$ cat config.mk
export PLATFORM = sky130hd
export DESIGN_NAME = warp_limit_ctrl
export DESIGN_NICKNAME = d
export VERILOG_FILES = /design/src/rtl/wlc_pkg.sv /design/src/rtl/wlc_interval_timer.sv /design/src/rtl/wlc_event_counter.sv /design/src/rtl/wlc_level_cls.sv /design/src/rtl/wlc_decide.sv /design/src/rtl/warp_limit_ctrl.sv
export SDC_FILE = /design/constraint.sdc
export NUM_CORES = 1
export LEC_CHECK = 0
export BUFFER_PORTS_ARGS = -buffer_cell sky130_fd_sc_hd__buf_2
export CORE_ASPECT_RATIO = 0.8
export CORE_UTILIZATION = 57
export DETAILED_ROUTE_END_ITERATION = 16
export GPL_TIMING_DRIVEN = 0
export PLACE_DENSITY = 0.82
export RECOVER_POWER = 50
export SETUP_SLACK_MARGIN = 0.5
export SLEW_MARGIN = 20
export SYNTH_ARGS = -nofsm -noshare
export SYNTH_HDL_FRONTEND = slang
export SYNTH_SLANG_ARGS = --single-unit
$ cat constraint.sdc
create_clock -name clk -period 6.2 [get_ports clk]
set_input_delay 0.31 -clock clk [delete_from_list [all_inputs] [get_ports clk]]
set_output_delay 0.31 -clock clk [all_outputs]
set_load 0.01 [all_outputs]
$ cat src/rtl/wlc_pkg.sv
package wlc_pkg;
  typedef enum logic [1:0] {
    LVL_LOW  = 2'd0,
    LVL_MED  = 2'd1,
    LVL_HIGH = 2'd2
  } lvl_e;

  typedef enum logic [1:0] {
    ACT_HOLD = 2'd0,
    ACT_INC  = 2'd1,
    ACT_DEC  = 2'd2
  } act_e;
endpackage

$ cat src/rtl/wlc_interval_timer.sv
module wlc_interval_timer #(
  parameter int CNT_W = 16
) (
  input  logic             clk,
  input  logic             rst,
  input  logic [CNT_W-1:0] len,
  output logic             boundary
);
  logic [CNT_W-1:0] cyc;

  // closing cycle of the interval; lengths 0 and 1 close every cycle
  assign boundary = ({1'b0, cyc} + 1'b1) >= {1'b0, len};

  always_ff @(posedge clk) begin
    if (rst || boundary) cyc <= '0;
    else                 cyc <= cyc + 1'b1;
  end


  restart_chk: assert property (@(posedge clk) disable iff (rst)
    boundary |=> (cyc == '0));
endmodule

$ cat src/rtl/wlc_event_counter.sv
module wlc_event_counter #(
  parameter int CNT_W = 16
) (
  input  logic             clk,
  input  logic             rst,
  input  logic             evt,
  input  logic             clr,
  output logic [CNT_W-1:0] total
);
  logic [CNT_W-1:0] cnt;
  logic [CNT_W:0]   sum;

  assign sum   = {1'b0, cnt} + {{CNT_W{1'b0}}, evt};
  assign total = sum[CNT_W] ? {CNT_W{1'b1}} : sum[CNT_W-1:0];

  always_ff @(posedge clk) begin
    if (rst || clr) cnt <= '0;
    else            cnt <= total;
  end


  grow_chk: assert property (@(posedge clk) disable iff (rst)
    !clr |=> (cnt >= $past(cnt)));

  fresh_chk: assert property (@(posedge clk) disable iff (rst)
    clr |=> (cnt == '0));
endmodule

$ cat src/rtl/wlc_level_cls.sv
module wlc_level_cls
  import wlc_pkg::*;
#(
  parameter int CNT_W = 16
) (
  input  logic [CNT_W-1:0] total,
  input  logic [CNT_W-1:0] lo_thr,
  input  logic [CNT_W-1:0] hi_thr,
  output lvl_e             level
);
  always_comb begin
    if (total >= hi_thr)     level = LVL_HIGH;
    else if (total < lo_thr) level = LVL_LOW;
    else                     level = LVL_MED;
  end
endmodule

$ cat src/rtl/wlc_decide.sv
module wlc_decide
  import wlc_pkg::*;
(
  input  lvl_e mem_lvl,
  input  lvl_e net_lvl,
  input  logic stall_hot,
  input  logic bal_mode,
  output act_e action
);
  act_e base;

  always_comb begin
    if (mem_lvl == LVL_HIGH || net_lvl == LVL_HIGH)
      base = ACT_DEC;
    else if (mem_lvl == LVL_LOW && net_lvl == LVL_LOW)
      base = ACT_INC;
    else
      base = ACT_HOLD;
  end

  always_comb begin
    if (bal_mode && stall_hot) action = ACT_INC;
    else                       action = base;
  end
endmodule

$ cat src/rtl/warp_limit_ctrl.sv
module warp_limit_ctrl
  import wlc_pkg::*;
#(
  parameter int CNT_W     = 16,
  parameter int MAX_WARPS = 48,
  parameter int WARP_W    = $clog2(MAX_WARPS + 1)
) (
  input  logic              clk,
  input  logic              rst,
  input  logic              bal_mode,
  input  logic              mem_evt,
  input  logic              net_evt,
  input  logic              stall_evt,
  input  logic [CNT_W-1:0]  mem_lo_thr,
  input  logic [CNT_W-1:0]  mem_hi_thr,
  input  logic [CNT_W-1:0]  net_lo_thr,
  input  logic [CNT_W-1:0]  net_hi_thr,
  input  logic [CNT_W-1:0]  stall_thr,
  input  logic [CNT_W-1:0]  intv_len,
  input  logic [WARP_W-1:0] min_warps,
  output logic [WARP_W-1:0] warp_limit
);
  localparam logic [WARP_W-1:0] CEIL = WARP_W'(MAX_WARPS);
  localparam logic [WARP_W-1:0] ONE  = WARP_W'(1);

  logic             bnd;
  logic [CNT_W-1:0] mem_tot, net_tot, stall_tot;
  lvl_e             mem_lvl, net_lvl;
  logic             stall_hot;
  act_e             action;
  logic [WARP_W-1:0] floor_eff;

  wlc_interval_timer #(.CNT_W(CNT_W)) u_timer (
    .clk(clk), .rst(rst), .len(intv_len), .boundary(bnd));

  wlc_event_counter #(.CNT_W(CNT_W)) u_mem_cnt (
    .clk(clk), .rst(rst), .evt(mem_evt), .clr(bnd), .total(mem_tot));
  wlc_event_counter #(.CNT_W(CNT_W)) u_net_cnt (
    .clk(clk), .rst(rst), .evt(net_evt), .clr(bnd), .total(net_tot));
  wlc_event_counter #(.CNT_W(CNT_W)) u_stall_cnt (
    .clk(clk), .rst(rst), .evt(stall_evt), .clr(bnd), .total(stall_tot));

  wlc_level_cls #(.CNT_W(CNT_W)) u_mem_cls (
    .total(mem_tot), .lo_thr(mem_lo_thr), .hi_thr(mem_hi_thr), .level(mem_lvl));
  wlc_level_cls #(.CNT_W(CNT_W)) u_net_cls (
    .total(net_tot), .lo_thr(net_lo_thr), .hi_thr(net_hi_thr), .level(net_lvl));

  assign stall_hot = (stall_tot >= stall_thr);

  wlc_decide u_decide (
    .mem_lvl(mem_lvl), .net_lvl(net_lvl), .stall_hot(stall_hot),
    .bal_mode(bal_mode), .action(action));

  always_comb begin
    if (min_warps == '0)       floor_eff = ONE;
    else if (min_warps > CEIL) floor_eff = CEIL;
    else                       floor_eff = min_warps;
  end

  always_ff @(posedge clk) begin
    if (rst) begin
      warp_limit <= CEIL;
    end else if (bnd) begin
      unique case (action)
        ACT_INC:  if (warp_limit < CEIL)      warp_limit <= warp_limit + 1'b1;
        ACT_DEC:  if (warp_limit > floor_eff) warp_limit <= warp_limit - 1'b1;
        default:  ;
      endcase
    end
  end


  range_chk: assert property (@(posedge clk) disable iff (rst)
    (warp_limit <= CEIL) && (warp_limit >= ONE));

  quiet_chk: assert property (@(posedge clk) disable iff (rst)
    !bnd |=> $stable(warp_limit));

  one_step_chk: assert property (@(posedge clk) disable iff (rst)
    bnd |=> (warp_limit == $past(warp_limit)) ||
            (warp_limit == $past(warp_limit) + 1) ||
            (warp_limit + 1 == $past(warp_limit)));

  no_drop_chk: assert property (@(posedge clk) disable iff (rst)
    (bnd && bal_mode && stall_hot) |=> (warp_limit >= $past(warp_limit)));
endmodule

* Word level (Yosys, flattened, before mapping)
Cells that the tools add are included.
** Storage, ports and cells
- Register bits after elaboration :: 70
- Logic and storage cells :: 51
** Cells by class
- Reduce and logical (&&, ||, !) cells :: 9
- Mux-type cells :: 15
- Order comparisons :: 9
- Add/sub/neg operators :: 7
- Equal/unequal tests :: 6
** Operators with widths (count)
- $add 16x1->17 :: 3
- $ge 16x16->1 :: 3
- $mux 16 :: 3
- $lt 16x16->1 :: 2
- $mux 6 :: 4
- $add 16x1->17 const B :: 1
- $ge 17x16->1 :: 1
- $add 16x1->16 const B :: 1
- $pmux 6 s2 :: 1
- $mux 2 :: 4
- $add 6x1->6 const B :: 1
- $eq 2x2->1 const B :: 3
- $gt 6x6->1 :: 1
- $gt 6x6->1 const B :: 1
- $logic_not 6->1 :: 1
- $lt 6x6->1 const B :: 1
- $sub 6x1->6 const B :: 1
- $logic_not 2->1 :: 2
- $ne 2x2->1 const B :: 2
- $reduce_and 4->1 :: 1
- $mux 1 :: 3
- $eq 2x1->1 const B :: 1
- $logic_and 1x1->1 :: 2
- $logic_or 1x1->1 :: 2
- $reduce_bool 2->1 :: 1

* Logic depth before layout (Yosys ltp)
- Depth after elaboration :: 13
- Mapped depth :: 26

* Hierarchy
A second synthesis with hierarchy kept.
** Unflattened totals
- Cells, all modules :: 757
- Area, all modules :: 6363.6 µm²
** Modules (own cells, without submodules)
- wlc_event_counter :: sequential area each 320.3 µm², instances 3, area an instance 830.8 µm², cells an instance 95
- wlc_level_cls :: sequential area each 0.0 µm², instances 2, area an instance 795.8 µm², cells an instance 103
- wlc_interval_timer :: sequential area each 320.3 µm², instances 1, area an instance 1228.7 µm², cells an instance 139
- warp_limit_ctrl :: sequential area each 120.1 µm², instances 1, area an instance 1011.0 µm², cells an instance 122
- wlc_decide :: sequential area each 0.0 µm², instances 1, area an instance 40.0 µm², cells an instance 5

* Least setup slack after synthesis
Ideal clock, no wire load.
- Kind :: in2reg
- From :: input port net_evt
- To :: register warp_limit[5]
- Path buffers :: 2
- Cell stages on the path :: 23
- Data arrival time :: 4.665 ns
- Slack :: 1.464 ns
- Library setup time :: 0.072 ns
- Cells stage by stage :: ha_1 > ha_1 > nand4_1 > or2_2 > clkbuf_1 > or3_1 > clkbuf_1 > nand2_1 > ha_1 > o21ai_0 > o211a_1 > a2111oi_0 > nor3_1 > or2_2 > inv_1 > ha_1 > a21o_1 > a21oi_1 > o21bai_1 > a21oi_1 > o21ai_0 > o211ai_2 > mux2i_1
** On the way
- Longest elaborated chain between the ends :: 13
- Elaborated cells between the ends (all ways) :: 20
- Those cells by class :: add/sub: 1; order compare: 2; eq/ne: 5; mux: 7; reduce/logical: 5
** RTL lines
- from (decl) :: RTL line warp_limit_ctrl.sv:12 : input logic net_evt,
- $add 16x1->17 * :: RTL line wlc_event_counter.sv:13 : assign sum = {1'b0, cnt} + {{CNT_W{1'b0}}, evt};
- $mux 16 * :: RTL line wlc_event_counter.sv:14 : assign total = sum[CNT_W] ? {CNT_W{1'b1}} : sum[CNT_W-1:0];
- named net net_tot[2] :: RTL line warp_limit_ctrl.sv:27 : logic [CNT_W-1:0] mem_tot, net_tot, stall_tot;
- $lt 16x16->1 :: RTL line wlc_level_cls.sv:13 : else if (total < lo_thr) level = LVL_LOW;
- $mux 1 :: RTL line wlc_level_cls.sv:13
- $mux 2 * :: RTL line wlc_level_cls.sv:12 : if (total >= hi_thr) level = LVL_HIGH;
- $logic_not 2->1 :: RTL line wlc_decide.sv:15 : else if (mem_lvl == LVL_LOW && net_lvl == LVL_LOW)
- $logic_and 1x1->1 :: RTL line wlc_decide.sv:15
- $mux 1 :: RTL line wlc_decide.sv:15
- $mux 2 * :: RTL line wlc_decide.sv:13 : if (mem_lvl == LVL_HIGH || net_lvl == LVL_HIGH)
- $mux 2 * :: RTL line wlc_decide.sv:22 : if (bal_mode && stall_hot) action = ACT_INC;
- $eq 2x2->1 or $eq 2x1->1 (tied branches) :: RTL line warp_limit_ctrl.sv:64 : unique case (action)
- $ne 2x2->1 (no source line) or $reduce_bool 2->1 (tied branches)
- $reduce_and 4->1 (no source line)
- to (signal assigned) :: RTL line warp_limit_ctrl.sv:65 : ACT_INC: if (warp_limit < CEIL) warp_limit <= warp_limit + 1'b1;
- to (signal assigned) :: RTL line warp_limit_ctrl.sv:66 : ACT_DEC: if (warp_limit > floor_eff) warp_limit <= warp_limit - 1'b1;
- to (decl) :: RTL line warp_limit_ctrl.sv:21 : output logic [WARP_W-1:0] warp_limit
Mark *: on every way through the listed nets, which the timed path passes. The rest lies on a longest branch.
A chain may end at the register's enable or synchronous reset.

* Final worst setup path
- From :: register u_stall_cnt.cnt[0]
- To :: register warp_limit[5]
** On the way
- Longest elaborated chain between the ends :: 8
- Elaborated cells between the ends (all ways) :: 12
- Those cells by class :: add/sub: 1; order compare: 1; eq/ne: 4; mux: 3; reduce/logical: 3
** RTL lines
- from (decl) :: RTL line wlc_event_counter.sv:10 : logic [CNT_W-1:0] cnt;
- from (signal assigned) :: RTL line wlc_event_counter.sv:18 : else cnt <= total;
- $add 16x1->17 * :: RTL line wlc_event_counter.sv:13
- $mux 16 * :: RTL line wlc_event_counter.sv:14
- named net stall_tot[13] :: RTL line warp_limit_ctrl.sv:27
- $ge 16x16->1 * :: RTL line warp_limit_ctrl.sv:48 : assign stall_hot = (stall_tot >= stall_thr);
- $logic_and 1x1->1 * :: RTL line wlc_decide.sv:22
- $mux 2 * :: RTL line wlc_decide.sv:22
- $eq 2x2->1 or $eq 2x1->1 (tied branches) :: RTL line warp_limit_ctrl.sv:64
- $ne 2x2->1 (no source line) or $reduce_bool 2->1 (tied branches)
- $reduce_and 4->1 (no source line)
Marks and branches as above.

==> results.md <==
- Final Hold Fails: 0
- Hold-critical path depth: 2
- Met1 GRT Util: 35.7%
- CP required: 6.46 ns
- GRT overflow: 0
- Post-route ant nets: 0
- Synth-to-layout area growth: 17.5%
- DR WL/cell: 13.1 µm
- Slew @ Worst Pin: 0.581 ns
- Fillers: 880
- Hold path startpoint: rst
- Syn Inst Count: 758
- CP arrival: 5.50 ns
- Core Region: 10200 µm²
- Peak VDD IR: 0.176 mV
- R2r startpoint: u_stall_cnt.cnt[0]
- DR pass1 iterations: 10
- Area fraction in compound gates after synthesis: 15.6%
- Total of max-cap violations: 0
- CTS tree: done
- Hold endpoint: warp_limit[3]
- Synth Net Count: 978
- Largest net degree at the start of global routing: 12
- Synth Area in XOR/XNOR: 6.76%
- Post-synthesis adder-cell area fraction: 23.6%
- Largest family of logic cells by synthesized area: adder cells
- Mapped Area: 5960 µm²
- Via count: 5580
- Clock sinks: 70
- Final Net Count: 1102
- Met3 Use GR: 4.08%
- Most Crowded Layer GR: met2
- PwrDens: 156 nW/µm²
- Final number of setup-violating endpoints: 0
- CTS root buffer: clkbuf_16
- Post-synth top area cell: dfxtp_1
- Most used DFF post-synth: dfxtp_1
- CP endpoint kind: flip-flop
- Critical path launch point type: flip-flop
- Commonest non-fill, non-tap cells in the layout: ha_1, buf_2, inv_1, nand2_1, dfxtp_1
- Unrepaired setup endpoints after global routing: false
- Dpl hpwl: 10.7 mm
- H-Tree Depth: 3
- Synth area leaders: dfxtp_1, ha_1, inv_1
- Setup TNS: 0 ns
- Syn avg cell area: 7.87 µm²
- Worst-path clk slew: 0.06 ns
- Sequential-to-total area share from yosys stat: 23.5%
- Setup Buffers After CTS: 0
- EDFF count, synth: 0
- Clock skew: 0.00849 ns
- Initial antenna violation count: 0
- R2R setup slack: 0.96 ns
- Gr usage total: 26.1%
- Dpl ws: 0.550 ns
- Post-Synth Simple-Gate Area: 21.9%
- Worst Hold Class: in -> reg
- IO Port Bufs: 113
- Final WL: 13.4 mm
- First-pass GRT wire length: 22.4 mm
- Hold buffer count at cts: 0
- Fraction of layout cells with a size suffix above 1: 16.0%
- Synth top area share: 23.5%
- Relative slew slack: 61.3%
- Period utilization: 84.5%
- Critical path class: reg -> reg
- Fmax: 191 MHz
- Routability Congestion: 0.857
- Run status: finished with violations
- Die W: 116 µm
- RR Endpoint: warp_limit[5]
- Clk buf depth: 2
- PnR worst setup slack: 0.962 ns
- Violated checks: DRC
- Post-synthesis async set-or-reset flop share: 0%
- Syn. warnings: 0
- Most common cell after layout, fill and taps aside: ha_1
- DRC: 2
- GRT met2 Usage: 42.2%
- R2R depth: 25
- CP max FO: 10
- DR vias/cell: 5.44
- Post-cts resize count: 0
- Fin. max-slew vios: 0
- Vias in the first global route: 5068
- # rows: 33
- Unique cell type count in the Yosys netlist: 59
- Worst-Skew Late Latency: 0.33 ns
- I/O pin count: 114
- Die height: 93.5 µm
- CTS Buf Count: 9
- Number of DRC markers in iteration 0: 328
- #FFs+latches synth: 70
- N_diodes: 0
- LEAKAGE: 0.00379 µW
- Multiplexer area fraction after synthesis: 0.902%
- Starting Density: 58.5%
- Minimum clock period: 5.24 ns
- Die ar.: 10900 µm²
per-stage QoR:
step	instance area [µm²]	hold WS, ns	utilization, %	power, µW	std cells
2_1_floorplan	5960	0.379	-	548	758
3_3_place_gp	6700	0.474	65.7	600	1011
3_5_place_dp	6710	0.486	65.7	604	1011
4_1_cts	6990	0.215	68.5	1100	1026
5_1_grt	7010	0.241	68.7	1140	1026
6_report	7010	0.220	68.7	1100	1026
worst max-delay path by stage:
stage / endpoint / from / cells after the start
6_report: warp_limit[5] / u_stall_cnt.cnt[0] / 25
5_1_grt: warp_limit[5] / u_stall_cnt.cnt[0] / 25
4_1_cts: warp_limit[5] / u_net_cnt.cnt[0] / 23
3_5_place_dp: warp_limit[5] / net_evt / 24
3_3_place_gp: warp_limit[5] / net_evt / 24
2_1_floorplan: warp_limit[5] / net_evt / 23
final cells by class:
cell class	instances	area, µm²	area share, %
multi-input combinational	566	4130	59.0
clock buffer	11	233	3.32
inverter	105	394	5.62
sequential	70	1400	20.0
clock inverter	4	48.8	0.696
timing repair buffer	113	558	7.96
tap	140	175	2.50
buffer	17	66.3	0.946
layer usage:
| metal | wire [µm] | up-vias |
|---|---|---|
| li1 | - | 2907 |
| met1 | 6620 | 2514 |
| met2 | 5980 | 144 |
| met3 | 682 | 15 |
| met4 | 144 | 0 |
| met5 | 0 | - |
flip-flops by register name (all words and copies together), names as in the netlist:
signal / cells
u_stall_cnt.cnt: 16
u_net_cnt.cnt: 16
warp_limit: 6
u_mem_cnt.cnt: 16
u_timer.cyc: 16
worst max-delay path: stages (launching register included):
cell and delay [ns]:
dfxtp_1 0.31, ha_1 0.16, ha_1 0.18, and3_1 0.19
nand3_1 0.16, nor2_1 0.25, inv_1 0.09, or3_1 0.38
clkbuf_1 0.19, clkbuf_1 0.27, nand2_1 0.15, ha_1 0.25
a21oi_1 0.16, nor2_1 0.07, a211oi_2 0.25, a31oi_2 0.26
or2_2 0.38, inv_1 0.13, ha_1 0.25, a21o_1 0.18
a21oi_1 0.21, o21bai_1 0.10, a21oi_1 0.16, o21ai_0 0.12
o211ai_2 0.11, mux2i_1 0.20
kinds of logic after synthesis:
| family | after synthesis |
|---|---|
| AO/OA/AOI/OAI | 146 |
| adder cells (fa/ha/maj) | 112 |
| buffers and inverters | 122 |
| AND/OR/NAND/NOR | 257 |
| XOR/XNOR | 46 |
| flip-flops | 70 |
| multiplexers | 5 |
where the power goes:
part / switching (µW) / internal [µW]
clock network: 192 / 309
registers: 3.89 / 456
logic: 68.9 / 66.9
Yosys cell counts (all sizes together) (6+ instances only):
| cell type | instances |
|---|---|
| clkbuf | 16 |
| ha | 111 |
| a211oi | 11 |
| nor3 | 6 |
| a21oi | 65 |
| nand2 | 74 |
| o21ai | 24 |
| and4 | 6 |
| nand4 | 19 |
| nor2b | 9 |
| and3 | 38 |
| dfxtp | 70 |
| inv | 105 |
| xor2 | 16 |
| nor2 | 40 |
| nand3 | 37 |
| xnor2 | 30 |
| o21a | 7 |
Power figures use the tool's default switching activity.
